### src/rtl/lfc_pkg.sv
package lfc_pkg;

   typedef enum logic {
      SIDE_I = 1'b0,
      SIDE_D = 1'b1
   } side_e;

   typedef enum logic {
      ST_IDLE = 1'b0,
      ST_BUS  = 1'b1
   } seq_st_e;

   // Decisions taken once when a request is accepted
   typedef struct packed {
      side_e side;
      logic  wr;     // data-side write cycle
      logic  burst;  // wrapping line burst requested
      logic  cen;    // cache enabled for this side
      logic  wupd;   // write updates the data cache
   } job_t;

endpackage

### src/rtl/lfc_arb.sv
module lfc_arb
   import lfc_pkg::*;
#(
   parameter int ADDR_W     = 32,
   parameter int WORDS      = 4,
   parameter bit DATA_FIRST = 1'b1
) (
   input  logic              ic_en,
   input  logic              dc_en,
   input  logic              ic_burst_en,
   input  logic              dc_burst_en,
   input  logic              dc_wr_alloc,
   input  logic              i_req,
   input  logic [ADDR_W-1:0] i_addr,
   input  logic              i_tag_hit,
   input  logic [WORDS-1:0]  i_line_valid,
   input  logic              d_req,
   input  logic              d_we,
   input  logic [ADDR_W-1:0] d_addr,
   input  logic              d_tag_hit,
   input  logic [WORDS-1:0]  d_line_valid,
   input  logic              d_mmu_ok,
   output logic              sel_valid,
   output logic              sel_hit,
   output job_t              sel_job,
   output logic [ADDR_W-1:0] sel_addr
);

   localparam int LW_W = $clog2(WORDS);

   logic [LW_W-1:0] i_lw;
   logic [LW_W-1:0] d_lw;
   logic            i_hit;
   logic            d_hit;
   job_t            i_job;
   job_t            d_job;
   logic            take_d;

   assign i_lw = i_addr[2 +: LW_W];
   assign d_lw = d_addr[2 +: LW_W];

   // A line needs loading when its tag differs or none of its words is valid
   assign i_hit = ic_en && i_tag_hit && i_line_valid[i_lw];
   assign i_job = '{side:  SIDE_I,
                    wr:    1'b0,
                    burst: ic_en && ic_burst_en && (!i_tag_hit || (i_line_valid == '0)),
                    cen:   ic_en,
                    wupd:  1'b0};

   assign d_hit = !d_we && dc_en && d_tag_hit && d_line_valid[d_lw];
   assign d_job = '{side:  SIDE_D,
                    wr:    d_we,
                    burst: !d_we && dc_en && dc_burst_en &&
                           (!d_tag_hit || (d_line_valid == '0)),
                    cen:   dc_en,
                    wupd:  d_we && dc_en && d_mmu_ok && (d_tag_hit || dc_wr_alloc)};

   generate
      if (DATA_FIRST) begin : g_prio_d
         assign take_d = d_req;
      end else begin : g_prio_i
         assign take_d = d_req && !i_req;
      end
   endgenerate

   assign sel_valid = i_req || d_req;
   assign sel_hit   = take_d ? d_hit  : i_hit;
   assign sel_job   = take_d ? d_job  : i_job;
   assign sel_addr  = take_d ? d_addr : i_addr;

endmodule

### src/rtl/lfc_seq.sv
module lfc_seq
   import lfc_pkg::*;
#(
   parameter int ADDR_W = 32,
   parameter int DATA_W = 32,
   parameter int WORDS  = 4
) (
   input  logic                     clk,
   input  logic                     rst_n,
   input  logic                     sel_valid,
   input  logic                     sel_hit,
   input  job_t                     sel_job,
   input  logic [ADDR_W-1:0]        sel_addr,
   input  logic [DATA_W-1:0]        wdata_in,
   output logic                     bus_req,
   output logic                     bus_burst,
   output logic                     bus_we,
   output logic [ADDR_W-1:0]        bus_addr,
   output logic [DATA_W-1:0]        bus_wdata,
   input  logic                     bus_ack,
   input  logic                     bus_burst_ok,
   input  logic [DATA_W-1:0]        bus_rdata,
   input  logic                     bus_cinh,
   input  logic                     bus_err,
   output logic                     fill_we_i,
   output logic                     fill_we_d,
   output logic [$clog2(WORDS)-1:0] fill_lw,
   output logic [DATA_W-1:0]        fill_data,
   output logic                     line_inval_i,
   output logic                     line_inval_d,
   output logic                     op_ack_i,
   output logic                     op_ack_d,
   output logic                     op_hit,
   output logic [DATA_W-1:0]        op_data,
   output logic                     exc_berr,
   output logic                     i_fault
);

   localparam int LW_W = $clog2(WORDS);

   seq_st_e           st;
   job_t              job;
   logic [ADDR_W-1:0] job_addr;
   logic [DATA_W-1:0] job_wdata;
   logic [LW_W-1:0]   cnt;
   logic [LW_W-1:0]   cur;
   logic              first;
   logic              last;
   logic              beat;
   logic              good;
   logic              bad;
   logic              wr_cache;
   logic              idle_hit;
   logic              is_d;

   // Wrap-around index: the line size is a power of two
   assign cur   = job_addr[2 +: LW_W] + cnt;
   assign first = (cnt == '0);
   assign is_d  = (job.side == SIDE_D);

   assign bus_req   = (st == ST_BUS);
   assign bus_burst = bus_req && job.burst;
   assign bus_we    = bus_req && job.wr;
   assign bus_addr  = {job_addr[ADDR_W-1:LW_W+2], cur, first ? job_addr[1:0] : 2'b00};
   assign bus_wdata = job_wdata;

   assign beat = bus_req && bus_ack;
   assign good = beat && !bus_err;
   assign bad  = beat && bus_err;
   assign last = !job.burst || (cnt == LW_W'(WORDS - 1)) || (first && !bus_burst_ok);

   // Writes ignore inhibit; reads cache a word only if its beat was cacheable
   assign wr_cache  = good && (job.wr ? job.wupd : (job.cen && !bus_cinh));
   assign fill_we_i = wr_cache && !is_d;
   assign fill_we_d = wr_cache && is_d;
   assign fill_lw   = cur;
   assign fill_data = job.wr ? job_wdata : bus_rdata;

   // Error outcome depends on the side and on whether the operand was in the beat
   assign line_inval_i = bad && !is_d;
   assign line_inval_d = bad && is_d && !job.wr;
   assign exc_berr     = bad && is_d && first;
   assign i_fault      = bad && !is_d && first;

   assign idle_hit = (st == ST_IDLE) && sel_valid && sel_hit;
   assign op_hit   = idle_hit;
   assign op_ack_i = (idle_hit && (sel_job.side == SIDE_I)) || (good && first && !is_d);
   assign op_ack_d = (idle_hit && (sel_job.side == SIDE_D)) || (good && first && is_d);
   assign op_data  = bus_rdata;

   always_ff @(posedge clk or negedge rst_n) begin
      if (!rst_n) begin
         st        <= ST_IDLE;
         job       <= '0;
         job_addr  <= '0;
         job_wdata <= '0;
         cnt       <= '0;
      end else begin
         case (st)
            ST_IDLE: begin
               if (sel_valid && !sel_hit) begin
                  st        <= ST_BUS;
                  job       <= sel_job;
                  job_addr  <= sel_addr;
                  job_wdata <= wdata_in;
                  cnt       <= '0;
               end
            end
            ST_BUS: begin
               if (beat) begin
                  if (bus_err || last) st <= ST_IDLE;
                  else                 cnt <= cnt + LW_W'(1);
               end
            end
            default: st <= ST_IDLE;
         endcase
      end
   end

endmodule

### src/rtl/line_fill_ctrl.sv
module line_fill_ctrl
   import lfc_pkg::*;
#(
   parameter int ADDR_W     = 32,
   parameter int DATA_W     = 32,
   parameter int LINE_WORDS = 4,
   parameter bit DATA_FIRST = 1'b1
) (
   input  logic                          clk,
   input  logic                          rst_n,
   input  logic                          ic_en,
   input  logic                          dc_en,
   input  logic                          ic_burst_en,
   input  logic                          dc_burst_en,
   input  logic                          dc_wr_alloc,
   input  logic                          i_req,
   input  logic [ADDR_W-1:0]             i_addr,
   input  logic                          i_tag_hit,
   input  logic [LINE_WORDS-1:0]         i_line_valid,
   input  logic                          d_req,
   input  logic                          d_we,
   input  logic [ADDR_W-1:0]             d_addr,
   input  logic [DATA_W-1:0]             d_wdata,
   input  logic                          d_tag_hit,
   input  logic [LINE_WORDS-1:0]         d_line_valid,
   input  logic                          d_mmu_ok,
   output logic                          bus_req,
   output logic                          bus_burst,
   output logic                          bus_we,
   output logic [ADDR_W-1:0]             bus_addr,
   output logic [DATA_W-1:0]             bus_wdata,
   input  logic                          bus_ack,
   input  logic                          bus_burst_ok,
   input  logic [DATA_W-1:0]             bus_rdata,
   input  logic                          bus_cinh,
   input  logic                          bus_err,
   output logic                          fill_we_i,
   output logic                          fill_we_d,
   output logic [$clog2(LINE_WORDS)-1:0] fill_lw,
   output logic [DATA_W-1:0]             fill_data,
   output logic                          line_inval_i,
   output logic                          line_inval_d,
   output logic                          op_ack_i,
   output logic                          op_ack_d,
   output logic                          op_hit,
   output logic [DATA_W-1:0]             op_data,
   output logic                          exc_berr,
   output logic                          i_fault
);

   localparam int LW_W = $clog2(LINE_WORDS);

   generate
      if (LINE_WORDS < 2 || (LINE_WORDS & (LINE_WORDS - 1)) != 0) begin : g_bad_words
         initial $fatal(1, "LINE_WORDS must be a power of two, at least 2");
      end
      if (ADDR_W <= LW_W + 2) begin : g_bad_addr
         initial $fatal(1, "ADDR_W too small for the line size");
      end
      if (DATA_W < 8) begin : g_bad_data
         initial $fatal(1, "DATA_W must be at least 8");
      end
   endgenerate

   logic              sel_valid;
   logic              sel_hit;
   job_t              sel_job;
   logic [ADDR_W-1:0] sel_addr;

   lfc_arb #(
      .ADDR_W     (ADDR_W),
      .WORDS      (LINE_WORDS),
      .DATA_FIRST (DATA_FIRST)
   ) u_arb (
      .ic_en        (ic_en),
      .dc_en        (dc_en),
      .ic_burst_en  (ic_burst_en),
      .dc_burst_en  (dc_burst_en),
      .dc_wr_alloc  (dc_wr_alloc),
      .i_req        (i_req),
      .i_addr       (i_addr),
      .i_tag_hit    (i_tag_hit),
      .i_line_valid (i_line_valid),
      .d_req        (d_req),
      .d_we         (d_we),
      .d_addr       (d_addr),
      .d_tag_hit    (d_tag_hit),
      .d_line_valid (d_line_valid),
      .d_mmu_ok     (d_mmu_ok),
      .sel_valid    (sel_valid),
      .sel_hit      (sel_hit),
      .sel_job      (sel_job),
      .sel_addr     (sel_addr)
   );

   lfc_seq #(
      .ADDR_W (ADDR_W),
      .DATA_W (DATA_W),
      .WORDS  (LINE_WORDS)
   ) u_seq (
      .clk          (clk),
      .rst_n        (rst_n),
      .sel_valid    (sel_valid),
      .sel_hit      (sel_hit),
      .sel_job      (sel_job),
      .sel_addr     (sel_addr),
      .wdata_in     (d_wdata),
      .bus_req      (bus_req),
      .bus_burst    (bus_burst),
      .bus_we       (bus_we),
      .bus_addr     (bus_addr),
      .bus_wdata    (bus_wdata),
      .bus_ack      (bus_ack),
      .bus_burst_ok (bus_burst_ok),
      .bus_rdata    (bus_rdata),
      .bus_cinh     (bus_cinh),
      .bus_err      (bus_err),
      .fill_we_i    (fill_we_i),
      .fill_we_d    (fill_we_d),
      .fill_lw      (fill_lw),
      .fill_data    (fill_data),
      .line_inval_i (line_inval_i),
      .line_inval_d (line_inval_d),
      .op_ack_i     (op_ack_i),
      .op_ack_d     (op_ack_d),
      .op_hit       (op_hit),
      .op_data      (op_data),
      .exc_berr     (exc_berr),
      .i_fault      (i_fault)
   );

endmodule

### config.mk
export PLATFORM = sky130hd
export DESIGN_NAME = line_fill_ctrl
export DESIGN_NICKNAME = d
export VERILOG_FILES = /design/src/rtl/lfc_pkg.sv /design/src/rtl/lfc_arb.sv /design/src/rtl/lfc_seq.sv /design/src/rtl/line_fill_ctrl.sv
export SDC_FILE = /design/constraint.sdc
export NUM_CORES = 1
export LEC_CHECK = 0
export BUFFER_PORTS_ARGS = -buffer_cell sky130_fd_sc_hd__buf_2
export CAP_MARGIN = 10
export CORE_AREA = 2 2 113 115
export CTS_BUF_LIST = sky130_fd_sc_hd__clkbuf_8
export CTS_CLUSTER_DIAMETER = 60
export DETAILED_ROUTE_END_ITERATION = 7
export DIE_AREA = 0 0 115 117
export PLACE_DENSITY = 0.7
export SYNTH_ARGS = -nofsm -noshare
export SYNTH_HDL_FRONTEND = slang
export SYNTH_SLANG_ARGS = --single-unit
export TNS_END_PERCENT = 1
### constraint.sdc
create_clock -name clk -period 2.2 [get_ports clk]
set_clock_uncertainty 0.05 [all_clocks]
set_input_delay 0.22 -clock clk [delete_from_list [all_inputs] [get_ports clk]]
set_output_delay 0.22 -clock clk [all_outputs]
set_load 0.05 [all_outputs]
==> results.toml <==
[yosys]
avgSynthCellArea_um2 = 12.5
synth_edf_count = 0
synth_ff_type = "dfrtp_1"
synthArstFlopShare_pct = 100
seq_area_frac_synth_pct = 41.8
synthesis.area_um2 = 4310
syn_inst = 344
synth-seq-cells = 72
synth_cell_type_count = 36
yosysWarnings = 0
synth_fp_nets = 500

[global_route]
grt_pass1_vias = 3276
grt_pass1_wl_um = 15800
antenna_found_initial = 0
track_usage_pct = 15.2
grt_start_max_net_pins = 38
grt-ovfl-total = 0

[die]
fp.dieArea_um2 = 13500
rows = 41
coreArea_um2 = 12300
die_x_um = 115
start_util_pct = 35.0
die-height_um = 117
io_pins = 295

[drt]
drt_iter0_markers = 84
drt_wl_total_um = 10800
vias_per_cell = 4.61
drc_errors = 0
vias = 3382
wl_per_cell_um = 14.7
ant_nets = 0
dr.pass1.iters = 4

[sta]
relSlewSlack_pct = 68.1
setup_viol = 0
fin_tns_setup_ps = 0
fin_crit_ps = 1970
rsz0062_at_grt = "false"
period_share_pct = 89.5
hold_violations = 0
max_clock_freq_mhz = 508
finalWorstSetupSlack_ps = 231
finalMaxSlewViolations = 0
tightest_slew_ps = 479

[final_layout]
area_growth_syn_to_layout_pct = 31.1
n_antenna_cell = 0
nFillCells = 1158
drive_gt1_share_pct = 66.2
nNetsFinal = 736
final_cell_mix = "293 x buf_2, 71 x dfrtp_1, 66 x mux2_2, 63 x mux2_1, 11 x inv_1"
layout_commonest_cell = "buf_2"
final_util_pct = 45.9
layout.cells.non_filler = 733

[placed_design]
place_inst = 718
dp_slack_ps = 162
hpwl_um = 8850
gp_congestion = 0.788
port_buffers = 294

[cts]
cts_buffers = 9
clk_latency_ps = 330
cts.sinks = 72
cts_buffer_depth = 2
cts-htree-levels = 3
clkSlewWorstSetupHoldPaths_ps = 70
cts_tree = "yes"
clock-root-buffer = "clkbuf_8"

[setup_path]
startpoint_type = "flip-flop"
cp.arrival_ps = 1700
required_ps = 1930
crit_type = "reg2out"
path_max_fanout = 28
endpoint_kind = "output port"

[power]
p_total_mw = 8.56
leakagePower_nw = 2.87
vdd_drop_max_v = 0.000826
power_density_nw_per_um2 = 1520

[run_status]
status = "finished, final reports clean"

[hold_path]
hold_path_class = "in2reg"

[flow_run]
drv_cap = 0
-- sequential cells by signal, summed over array words and instances (netlist names) --
| register | count |
|---|---|
| u_seq.bus_wdata | 32 |
| u_seq.job_addr | 32 |
| u_seq.job | 4 |
| u_seq.cnt | 2 |
| u_seq.bus_req | 1 |
| u_seq.is_d | 1 |
-- power by group --
part	leakage [nW]	total, mW	internal [mW]	switching [mW]
clock network	0.0918	0.852	0.414	0.438
logic	1.93	5.41	1.44	3.96
registers	0.848	2.31	1.91	0.397
total	2.87	8.56	3.76	4.80
-- metrics by stage --
step	hold slack [ps]	cell area (um2)
CTS	24.4	5650
floorplan	-126	4320
detailed placement	155	5480
global route	32.3	5650
global placement	150	5480
finish	49.3	5650
-- synthesized netlist by cell type, types with 2 or more instances --
cell	n	area, um2
and2_1	4	25.0
buf_1	4	15.0
o21ai_0	5	25.0
nand2b_1	2	12.5
nor2_1	5	18.8
buf_6	2	22.5
dfrtp_1	72	1800
nor3_1	3	15.0
and4b_1	2	20.0
o41ai_1	2	17.5
mux2_2	66	743
nand2_1	8	30.0
buf_4	62	465
nand3b_1	2	15.0
mux2_1	63	709
clkbuf_1	4	15.0
o22ai_1	3	18.8
mux4_2	2	45.0
buf_8	6	90.1
inv_1	8	30.0
xnor2_1	2	17.5
ha_1	3	37.5
-- per-layer routing --
metal	routed length (um)	track usage (%)	vias up
met5	0	0	-
met3	861	3.24	11
met1	4190	17.0	1577
met2	5570	28.4	176
met4	162	5.86	0
li1	-	-	1618
-- worst paths after layout --
kind / to / slack, ps / startpoint / depth (start not counted)
min in group asynchronous: u_seq.job_addr[11] / 350 / rst_n / 2
min: u_seq.bus_wdata[7] / 50 / d_wdata[7] / 2
max in group asynchronous: u_seq.job_addr[16] / 1170 / rst_n / 3
min reg2reg: u_seq.job_addr[18] / 430 / u_seq.job_addr[18] / 1
max reg2reg: u_seq.cnt[0] / 330 / u_seq.cnt[0] / 6
max: fill_data[13] / 230 / u_seq.job[3] / 3
-- critical path, stage by stage, from the launching register on --
cell and delay [ps]:
dfrtp_2 550, buf_12 240, mux2_2 350, buf_2 210
-- logic make-up after synthesis --
family | count (synthesis) | share of synthesized area, %
xor+xnor | 2 | 0.407
simple gates | 32 | 4.21
mux | 132 | 35.0
compound gates | 17 | 2.90
fa+ha+maj | 3 | 0.871
buf+inv | 86 | 14.8
flops | 72 | 41.8
-- final cells by class --
class,instances,area [um2],area share [%]
clock buffer,10,138,2.44
clock inverter,4,16.3,0.288
inverter,8,30.0,0.532
multi-input combinational,186,1880,33.3
sequential,72,1800,31.9
tap,150,188,3.32
timing repair buffer,303,1590,28.2
-- repair_timing --
action                                 in CTS  in global routing
resized for setup                           0                  0
hold buffers                                1                  0
setup buffers                               0                  0
endpoints found under the hold margin      35                  0
(Power assumes the default switching activity.)
